===== config.mk =====
export PLATFORM = sky130hd
export DESIGN_NAME = cdram_ctl
export DESIGN_NICKNAME = d
export VERILOG_FILES = /design/src/rtl/cdram_ctl.sv
export SDC_FILE = /design/constraint.sdc
export NUM_CORES = 1
export LEC_CHECK = 0
export CAP_MARGIN = 20
export CORE_MARGIN = 5
export CORE_UTILIZATION = 50
export CTS_BUF_LIST = sky130_fd_sc_hd__clkbuf_2
export DETAILED_ROUTE_END_ITERATION = 12
export DONT_BUFFER_PORTS = 1
export MAX_ROUTING_LAYER = met4
export PLACE_DENSITY = 0.72
export RECOVER_POWER = 25
export SLEW_MARGIN = 20
export SYNTH_ARGS = -nofsm -noshare
export SYNTH_HDL_FRONTEND = slang
export SYNTH_SLANG_ARGS = --single-unit

===== constraint.sdc =====
create_clock -name clk -period 2.5 [get_ports clk]
set_clock_uncertainty 0.05 [all_clocks]
set_input_delay 0.25 -clock clk [delete_from_list [all_inputs] [get_ports clk]]
set_output_delay 0.25 -clock clk [all_outputs]
set_load 0.005 [all_outputs]

===== src/rtl/cdram_ctl.sv =====
module cdram_ctl #(
  parameter int ROW_W   = 11,
  parameter int BYTES   = 2,
  parameter int ROW_SEL = 2,
  parameter int COL_SEL = 2
) (
  input  logic               clk,
  input  logic               rst_n,
  input  logic               row_stb_n,
  input  logic [BYTES-1:0]   col_stb_n,
  input  logic               wen_n,
  input  logic               oen_n,
  input  logic               qhold,
  input  logic               rfsh_n,
  input  logic               wsel,
  input  logic               cs_n,
  input  logic [ROW_W-1:0]   addr,
  input  logic [BYTES*8-1:0] din,
  output logic [BYTES*8-1:0] dq,
  output logic               dq_en,
  output logic               hit_n,
  output logic [ROW_W-1:0]   rfsh_row
);
  localparam int DW = BYTES * 8;
  localparam int NR = 1 << ROW_SEL;
  localparam int NC = 1 << COL_SEL;
  localparam int NS = BYTES + 7;
  localparam logic [NS-1:0] SYNC_RST = {{BYTES{1'b1}}, 7'b1010111};

  typedef enum logic [1:0] {CY_IDLE, CY_READ, CY_WRITE, CY_REFRESH} cyc_t;

  logic [NS-1:0] s1, s2;
  logic          re_d;

  always_ff @(posedge clk or negedge rst_n)
    if (!rst_n) begin
      s1   <= SYNC_RST;
      s2   <= SYNC_RST;
      re_d <= 1'b1;
    end else begin
      s1   <= {col_stb_n, cs_n, wsel, rfsh_n, qhold, oen_n, wen_n, row_stb_n};
      s2   <= s1;
      re_d <= s2[0];
    end

  logic             re_s, we_s, g_s, qh_s, f_s, wr_s, cs_s;
  logic [BYTES-1:0] cal_s;
  assign {cal_s, cs_s, wr_s, f_s, qh_s, g_s, we_s, re_s} = s2;

  wire re_fall = re_d & ~re_s;
  wire re_rise = ~re_d & re_s;

  wire [ROW_SEL-1:0] a_row = addr[ROW_SEL-1:0];
  wire [COL_SEL-1:0] a_col = addr[COL_SEL-1:0];

  cyc_t               cyc;
  logic [ROW_W-1:0]   tag;
  logic               tag_v;
  logic               hit_q;
  logic [ROW_SEL-1:0] row_q;
  logic [ROW_W-1:0]   rcnt;

  wire match   = tag_v && (tag == addr);
  wire rd_load = re_fall && f_s && !cs_s && !wr_s && !match;

  always_ff @(posedge clk or negedge rst_n)
    if (!rst_n) begin
      cyc   <= CY_IDLE;
      tag   <= '0;
      tag_v <= 1'b0;
      hit_q <= 1'b0;
      hit_n <= 1'b1;
      row_q <= '0;
      rcnt  <= '0;
    end else if (re_fall) begin
      if (!f_s) begin
        cyc  <= CY_REFRESH;
        rcnt <= rcnt + 1'b1;
      end else if (!cs_s) begin
        cyc   <= wr_s ? CY_WRITE : CY_READ;
        row_q <= a_row;
        hit_q <= match;
        hit_n <= ~match;
        if (rd_load) begin
          tag   <= addr;
          tag_v <= 1'b1;
        end
      end else begin
        cyc <= CY_IDLE;
      end
    end else if (re_rise) begin
      cyc   <= CY_IDLE;
      hit_q <= 1'b0;
      hit_n <= 1'b1;
    end

  assign rfsh_row = rcnt;

  logic [DW-1:0]      mem   [NR][NC];
  logic [DW-1:0]      cline [NC];
  logic [COL_SEL-1:0] col_hold [BYTES];
  logic [COL_SEL-1:0] col_eff  [BYTES];
  logic [DW-1:0]      q_eff, q_hold;

  always_ff @(posedge clk) begin
    for (int c = 0; c < NC; c++)
      if (rd_load) cline[c] <= mem[a_row][c];
    for (int b = 0; b < BYTES; b++)
      if (cyc == CY_WRITE && !we_s && !cal_s[b]) begin
        mem[row_q][col_eff[b]][b*8 +: 8] <= din[b*8 +: 8];
        if (hit_q) cline[col_eff[b]][b*8 +: 8] <= din[b*8 +: 8];
      end
  end

  for (genvar gb = 0; gb < BYTES; gb++) begin : g_lane
    always_ff @(posedge clk or negedge rst_n)
      if (!rst_n) begin
        col_hold[gb]        <= '0;
        q_hold[gb*8 +: 8]   <= '0;
      end else begin
        if (cal_s[gb]) col_hold[gb] <= a_col;
        q_hold[gb*8 +: 8] <= q_eff[gb*8 +: 8];
      end

    assign col_eff[gb] = cal_s[gb] ? a_col : col_hold[gb];
    assign q_eff[gb*8 +: 8] = (qh_s && cal_s[gb]) ? q_hold[gb*8 +: 8]
                                                  : cline[col_eff[gb]][gb*8 +: 8];
  end

  assign dq_en = (cyc == CY_READ) && !g_s;
  assign dq    = dq_en ? q_eff : '0;
endmodule



# Word-level counts from Yosys, hierarchy flattened
# Memories as Yosys holds them, arrays and structs flattened.
# Cells that the tools add are included.
# totals
regBits	68
ramBits	320
in_bits	38
out_inout_bits	29
n_memories	2
# mem_list
memory	words	word_bits	rd	rd_clocked_by_memory_dff	write_ports	line_no	text
mem	4	64	1	0	1	99	logic [DW-1:0] mem [NR][NC];
cline	4	16	2	0	6	100	logic [DW-1:0] cline [NC];
# classes
n_addsub	1
order_cmp	4
eq_ne	5
mux	97
bitwise	73
reduce_logical	25
# op_table
operator	n
64-bit two-way mux	2
1-bit two-way mux	81
16-bit demux with 2-bit select	2
1-bit OR	64
16-bit two-way mux	2
8-bit two-way mux	3
2-bit two-way mux	7
1-bit logical AND	13
11-bit by 1-bit adder with 11-bit output, second input constant	1
11-bit == test	1
1-bit zero test	7
3-bit greater-or-equal comparator, second input constant	2
3-bit by 1-bit less-than comparator with 1-bit output, second input constant	2
2-bit NOT with 3-bit output	2
3-bit AND reduction	2
1-bit NOT	5
2-bit inequality test, second input constant	2
4-bit AND reduction	1
1-bit bitwise AND	2
2-bit by 1-bit == test with 1-bit output, second input constant	1
2-bit == test, second input constant	1
2-bit AND reduction	1
2-bit nonzero test	1

# Logic depth before layout (Yosys ltp)
# Gate-level depths: netlist of the first run.
# depth
depth_word	8
depth_mapped	6

# Least setup slack after synthesis of the first run
# No wires, ideal clock.
# synth_path
path_type	flip-flop to flip-flop
from	register s2[8]
to	memory cline[3][10] in the netlist's numbering, enable pin
setup_ps	359
arrival_ps	1999
required_time_ps	2091
setup_slack_ps	92
stages_incl_launch_ff	6
period_less_slack_ps	2408
cell_sequence	dfstp_2 clkbuf_1 mux2i_1 nor2_1 nand3_1 o21ai_0
# synth_lines
element	line_no	text
start, declared	32	logic [NS-1:0] s1, s2;
start signal, assigned	38	s2 <= SYNC_RST;
start signal, assigned	42	s2 <= s1;
end, declared	100	

# Final worst setup path of the first run
# layout_path
from	register s2[7]
to	output dq[3]
# layout_via
elab_chain_cells	4
word_cells_on_any_way	5
classes_between	3 x mux; 1 x reduce/logical; 1 x memory
# layout_lines
element	line_no	text
2-bit two-way mux	--	
memory read 4 x 16 bit	--	
8-bit two-way mux *	126	assign q_eff[gb*8 +: 8] = (qh_s && cal_s[gb]) ? q_hold[gb*8 +: 8]
16-bit two-way mux *	131	assign dq = dq_en ? q_eff : '0;
end, declared	19	output logic [BYTES*8-1:0] dq,
# Every way passes the cells marked *; elsewhere a longest branch is shown, timed or not.

==> flow_metrics.py, run 1 <==
metrics = {
    "status": {
        "status": "complete, but fails checks",
        "violations": "negative setup slack",
    },
    "setup_path": {
        "crit_type": "reg -> out",
        "required_ns": 2.20,
        "critPathLaunchType": "flip-flop",
        "crit_path_end_kind": "primary output",
        "crit_arrival_ns": 2.66,
        "cp_max_fo": 7,
    },
    "synth": {
        "synth_nets": 884,
        "synth_cell_types": 54,
        "netlist_area_um2": 15500,
        "synth_edf_count": 320,
        "yosysTopAreaCell": "edfxtp_1",
        "yosys_warnings": 0,
        "synthCells": 843,
        "ys_ff_latch": 388,
        "ys_async_sr_fraction": 0.175,
        "synth_flop_cell": "edfxtp_1",
        "synth.area.top_cells": "edfxtp_1 62%, mux4_2 9.3%, dfrtp_1 8.4%, mux2_2 4.9%, dfstp_2 2.7%",
        "postSynthAreaPerCell_um2": 18.4,
        "yosysTopAreaCellShare": 0.621,
        "ys_seq_area_frac": 0.732,
    },
    "timing": {
        "period_share": 1.19,
        "worst_slew_pin_slew_ns": 1.14,
        "max_slew_margin": 0.237,
        "setup_ws_ns": -0.464,
        "min_period_ns": 2.96,
        "setup_tns_ns": -5.44,
        "finalHoldViolations": 0,
        "drv_slew": 0,
        "rsz0062_at_grt": "yes",
        "fmax_ghz": 0.337,
        "setup_viol": 16,
    },
    "die": {
        "start_util": 0.506,
        "pin_count": 67,
        "chipWidth_um": 186,
        "die-area_um2": 34600,
        "core_area_um2": 30600,
        "die_y_um": 186,
        "placementRows": 64,
    },
    "job": {
        "max_cap_violations": 0,
    },
    "clock_tree": {
        "cts_tree": "done",
        "cts.sinks": 388,
        "cts_buffers": 89,
        "htreeDepth": 3,
        "clk_path_buf_depth": 3,
        "clock_latency_ns": 0.89,
        "path_clk_slew_ns": 0.09,
        "cts-root-buf": "clkbuf_2",
    },
    "placed_design": {
        "dp.cells": 1266,
        "dp_hpwl_um": 19700,
        "portBuffers": 0,
        "globalplace.congestion": 0.881,
    },
    "grt": {
        "grt_use_total": 0.210,
        "overflow": 0,
        "grt_pass1_vias": 9158,
        "grt_max_degree": 74,
        "antenna_found_initial": 2,
        "grt_first_pass_wirelength_um": 52800,
    },
    "power_and_ir_drop": {
        "power.density_nw_per_um2": 666,
        "p_leak_uw": 0.00652,
        "ir_drop_uv": 278,
    },
    "cells_and_area": {
        "nets": 1103,
        "instances_no_fill": 1522,
        "syn_to_final_growth_pct": 19.1,
        "final_layout_size_suffix_gt1_frac": 0.369,
    },
    "min_path": {
        "worstHoldPathType": "in -> reg",
    },
    "drt": {
        "wirelength_um": 34800,
        "drt_pass1_iterations": 5,
        "drc_errors": 0,
        "postRouteAntennaNets": 0,
        "vias": 8749,
        "via_per_inst": 5.75,
        "wl_per_cell_um": 22.9,
        "initialDrtViolationCount": 825,
    },
}
## flip-flops by register name (all words and copies together), names as in the netlist
signal and flops:
hit_q 1, mem 256, s2 9, re_d 1
tag 11, col_hold 4, tag_v 1, cyc 2
q_hold 16, cline 64, hit_n 1, s1 9
row_q 2, rfsh_row 11
## final cells by class
| class | count | area [µm²] |
|---|---|---|
| inverters | 10 | 43.8 |
| well taps | 396 | 495 |
| fillers | 2172 | 12200 |
| flip-flops and latches | 388 | 11300 |
| clock inverters | 19 | 109 |
| diodes | 2 | 5.00 |
| multi-input cells | 412 | 4290 |
| repair buffers | 161 | 1500 |
| clock buffers | 134 | 671 |
## cell families (layout without fill, tap and decap cells)
family / after synthesis / count (layout) / synth area share
XOR/XNOR: 21 / 21 / 0.0119
AO/OA/AOI/OAI: 86 / 86 / 0.0381
adder cells (fa/ha/maj): 3 / 3 / 0.00243
AND/OR/NAND/NOR: 153 / 153 / 0.0479
buffers and inverters: 43 / 324 / 0.0115
other: 0 / 2 / 0
flip-flops: 388 / 388 / 0.732
multiplexers: 149 / 149 / 0.156
## cell usage in the layout (no fill, tap or decap), types with 10 or more instances in the layout
cell type and n:
edfxtp_1 320, clkbuf_2 134, dlygate4sd3_1 85, buf_4 67, mux2_2 65, mux4_2 64
dfrtp_1 52, nand2_1 51, nor2_1 43, o21ai_0 34, xnor2_1 18, dfstp_2 15
clkinv_1 11, mux2_4 10
## worst paths after layout
check / start / to / slack [ns] / cells after the start
worst max-delay path: s2[7] / dq[3] / -0.46 / 5
worst min-delay path: addr[1] / cline[2][1] / 0.1 / 3
worst max register to register: s2[7] / cline[0][2] / 0.03 / 5
worst min register to register: s1[6] / s2[6] / 0.29 / 0
max in group asynchronous: rst_n / q_hold[15] / 0.88 / 4
min in group asynchronous: rst_n / hit_n / 1.11 / 3
## metal layers
metal | part of all wire | global-route usage | vias up
met5 | 0 | - | -
met1 | 0.43 | 0.280 | 4503
met4 | 0.019 | 0.0743 | 0
li1 | - | - | 3857
met3 | 0.071 | 0.0481 | 55
met2 | 0.48 | 0.321 | 334
## worst max-delay path, cell delays in order (launching register included)
cell      delay [ns]
dfstp_2         0.60
mux2_4          0.37
mux2_2          0.29
a222oi_1        0.25
buf_4           0.19
a211oi_2        0.08
## timing repair
item / 4_1_cts / 5_1_grt
pin swaps: 17 / 11
endpoints found under the setup margin: 16 / 42
hold buffers: 89 / 0
resized for setup: 38 / 21
endpoints found under the hold margin: 432 / 0
cloned: 0 / 0
setup buffers: 9 / 3
## where the power goes
| group | switching [µW] | internal, µW | leakage [µW] |
|---|---|---|---|
| registers | 154 | 7180 | 0.00368 |
| logic | 592 | 492 | 0.00223 |
| clock network | 2340 | 1510 | 0.000608 |
## metrics by stage
| stage | cell area (µm²) | setup WS (ns) | hold slack, ns | power, µW | util |
|---|---|---|---|---|---|
| global route | 18400 | -0.568 | 0.0577 | 12800 | 0.603 |
| floorplan | 15500 | 0.0920 | -0.0956 | 7970 | - |
| detailed placement | 16300 | 0.0970 | -0.0940 | 8120 | 0.532 |
| global placement | 16300 | 0.145 | -0.0940 | 8100 | 0.532 |
| finish | 18400 | -0.464 | 0.0960 | 12300 | 0.603 |
| CTS | 18300 | -0.440 | 0.0301 | 12300 | 0.599 |
## Yosys cell counts, drive strengths merged, types with 5 or more instances
cell type and count:
xnor2 18, mux2 75, nor3 5, o21ai 36
edfxtp 320, dfrtp 52, mux4 64, nand2b 5
o221ai 7, o2111ai 7, buf 13, o21a 7
dfstp 16, nor2 46, nand2 52, inv 10
o211a 7, mux2i 10, o22ai 9, clkbuf 20
nand4 9, nand3 6
No activity file was read; power rests on OpenSTA's default activity.
==> run 2: changes to the inputs <==
Settings changed: CTS_BUF_LIST sky130_fd_sc_hd__clkbuf_2 to not set.
==> run 2 against run 1 <==
Compared with the run above: the run ends with max-capacitance violations, max-slew violations, negative setup slack left; power increased by 13%; sequential share of layout area is 0.45 points higher; critical endpoint is now dq[12]; wire length fell by 1.7%; via count fell by 5.0%; sequential cell count is the same; core utilization down 0.43 points; critical path type unchanged; die area unchanged; non-clock buffer count decreased by 50; final area decreased by 0.72%; setup slack better by 0.41 ns; clock-buffer cell count shrank 87; register-to-register slack better by 0.03 ns.
==> flow_metrics.py, run 2 (same netlist as run 1, synthesis figures left out) <==
metrics = {
    "setup_path": {
        "critPathLaunchType": "flip-flop",
        "worstPathCellList": "mux2i_2, buf_4, clkinvlp_4, buf_6, o221ai_4, o22ai_4",
        "rr_startpoint": "s2[7]",
        "crit_arrival_ns": 2.25,
        "slowest_delay_ns": 0.63,
        "crit_type": "reg -> out",
        "crit_family": "flip-flops",
        "setup.reg_to_reg.worst_slack_ns": 0.06,
        "required_ns": 2.20,
        "crit_start": "s2[8]",
        "reg2reg_to": "cline[0][3]",
        "cp_max_fo": 5,
        "crit_path_end_kind": "primary output",
        "cp_slowest_cell": "dfstp_2",
        "reg2regPathDepth": 5,
        "cp.depth": 6,
        "critPathCapture": "dq[12]",
        "critPathBufInv": 3,
    },
    "clock_tree": {
        "clock_latency_ns": 0.52,
        "clk_path_buf_depth": 3,
        "cts_buffers": 37,
        "cts-root-buf": "clkbuf_16",
        "cts.sinks": 388,
        "htreeDepth": 2,
        "cts_tree": "done",
        "path_clk_slew_ns": 0.07,
    },
    "timing": {
        "worst_slew_pin_slew_ns": 1.70,
        "rsz0062_at_grt": "yes",
        "min_period_ns": 2.55,
        "setup_viol": 10,
        "drv_slew": 69,
        "finalHoldViolations": 0,
        "timing.hold.ws_ns": 0.106,
        "setup_tns_ns": -0.320,
        "fmax_ghz": 0.392,
        "setup_ws_ns": -0.0506,
        "period_share": 1.02,
        "max_slew_margin": -0.134,
    },
    "die": {
        "core_area_um2": 30600,
        "die-area_um2": 34600,
        "start_util": 0.506,
        "placementRows": 64,
        "pin_count": 67,
        "die_y_um": 186,
        "chipWidth_um": 186,
    },
    "drt": {
        "wirelength_um": 34200,
        "initialDrtViolationCount": 952,
        "drc_errors": 0,
        "drt_pass1_iterations": 6,
        "vias": 8314,
        "postRouteAntennaNets": 0,
        "wl_per_cell_um": 24.7,
        "via_per_inst": 6.00,
    },
    "cells_and_area": {
        "mostFrequentLayoutCells": "320 x edfxtp_1, 69 x buf_4, 65 x mux2_2, 64 x mux4_2",
        "final_common_cell": "edfxtp_1",
        "fin_area_um2": 18300,
        "nets": 1001,
        "largest_reg_flops": 256,
        "instances_no_fill": 1385,
        "final_layout_size_suffix_gt1_frac": 0.330,
        "syn_to_final_growth_pct": 18.3,
    },
    "grt": {
        "grt_pass1_vias": 8197,
        "grt_max_degree": 73,
        "antenna_found_initial": 2,
        "overflow": 0,
        "grt_first_pass_wirelength_um": 50200,
        "grt_use_total": 0.199,
    },
    "power_and_ir_drop": {
        "total_power_uw": 13800,
        "power.internal_uw": 10900,
        "power.density_nw_per_um2": 754,
        "clockPowerShare": 0.398,
        "ir_drop_uv": 489,
        "p_seq_frac": 0.531,
        "power.switching_uw": 2950,
        "p_leak_uw": 0.00628,
        "comb_power_share": 0.071,
        "swShare": 0.213,
    },
    "placed_design": {
        "globalplace.congestion": 0.881,
        "portBuffers": 0,
        "dp_hpwl_um": 19700,
        "placed_area_um2": 16300,
        "dp.cells": 1266,
    },
    "status": {
        "status": "complete, but fails checks",
        "violations": "max-capacitance violations, max-slew violations, negative setup slack",
    },
    "job": {
        "max_cap_violations": 1,
    },
    "min_path": {
        "worstHoldPathType": "in -> reg",
    },
}
## run 2: cell types whose count changed in the layout (fill, tap and decap cells not counted), moves of 4 or more
cell / change
clkbuf_2: -132
dlygate4sd3_1: -48
clkbuf_16: +40
clkinv_1: -5
clkbuf_1: +4
clkinv_2: +4
mux2i_2: +4
o21ai_0: -4
## run 2: layout make-up
type	instances	area, µm²
fill	2127	12300
timing repair buffer	111	938
clock inverter	18	164
tap	396	495
multi-input combinational	412	4290
inverter	10	43.8
antenna	3	7.51
sequential	388	11300
clock buffer	47	1030
## run 2: how the worst min path moves through the flow
stage	start	to	slack (ns)	depth (start not counted)
after floorplan	rst_n	col_hold[0]	-0.1	0
after global placement	rst_n	rfsh_row[3]	-0.09	0
after detailed placement	rst_n	rfsh_row[2]	-0.09	0
after CTS	addr[1]	cline[3][14]	0.07	2
after global routing	addr[1]	cline[3][14]	0.06	2
final	addr[1]	cline[1][15]	0.11	2
## run 2: stage by stage
step	worst slack, ns	utilization
2_1_floorplan	0.0920	-
3_3_place_gp	0.145	0.532
3_5_place_dp	0.0970	0.532
4_1_cts	-0.0340	0.591
5_1_grt	-0.132	0.598
6_report	-0.0506	0.598
## run 2: worst register-to-register path, stage by stage (launching register included)
cell and delay, ns:
dfstp_2 0.39, buf_4 0.15, or4b_1 0.58, or3_1 0.41, nor2_4 0.24, mux2_2 0.37
## run 2: layer usage
layer / GRT usage / vias to the layer above / wire, µm
met3: 0.0410 / 61 / 2560
met4: 0.0507 / 0 / 784
met2: 0.295 / 331 / 16100
met5: - / - / 0
li1: - / 3585 / -
met1: 0.288 / 4337 / 14800
## run 2: what timing repair did
action / in CTS / in global routing
buffers inserted: 8 / 5
endpoints found under the hold margin: 413 / 0
hold buffers: 38 / 0
resized for setup: 27 / 35
pin swaps: 4 / 18
endpoints found under the setup margin: 16 / 16
## run 2: power by group through the flow
stage	Combinational [µW]	Sequential, µW	Clock (µW)
2_1_floorplan	562	7410	0
3_3_place_gp	651	7450	0
3_5_place_dp	666	7460	0
4_1_cts	896	7330	5580
5_1_grt	1050	7350	5860
6_report	977	7330	5500
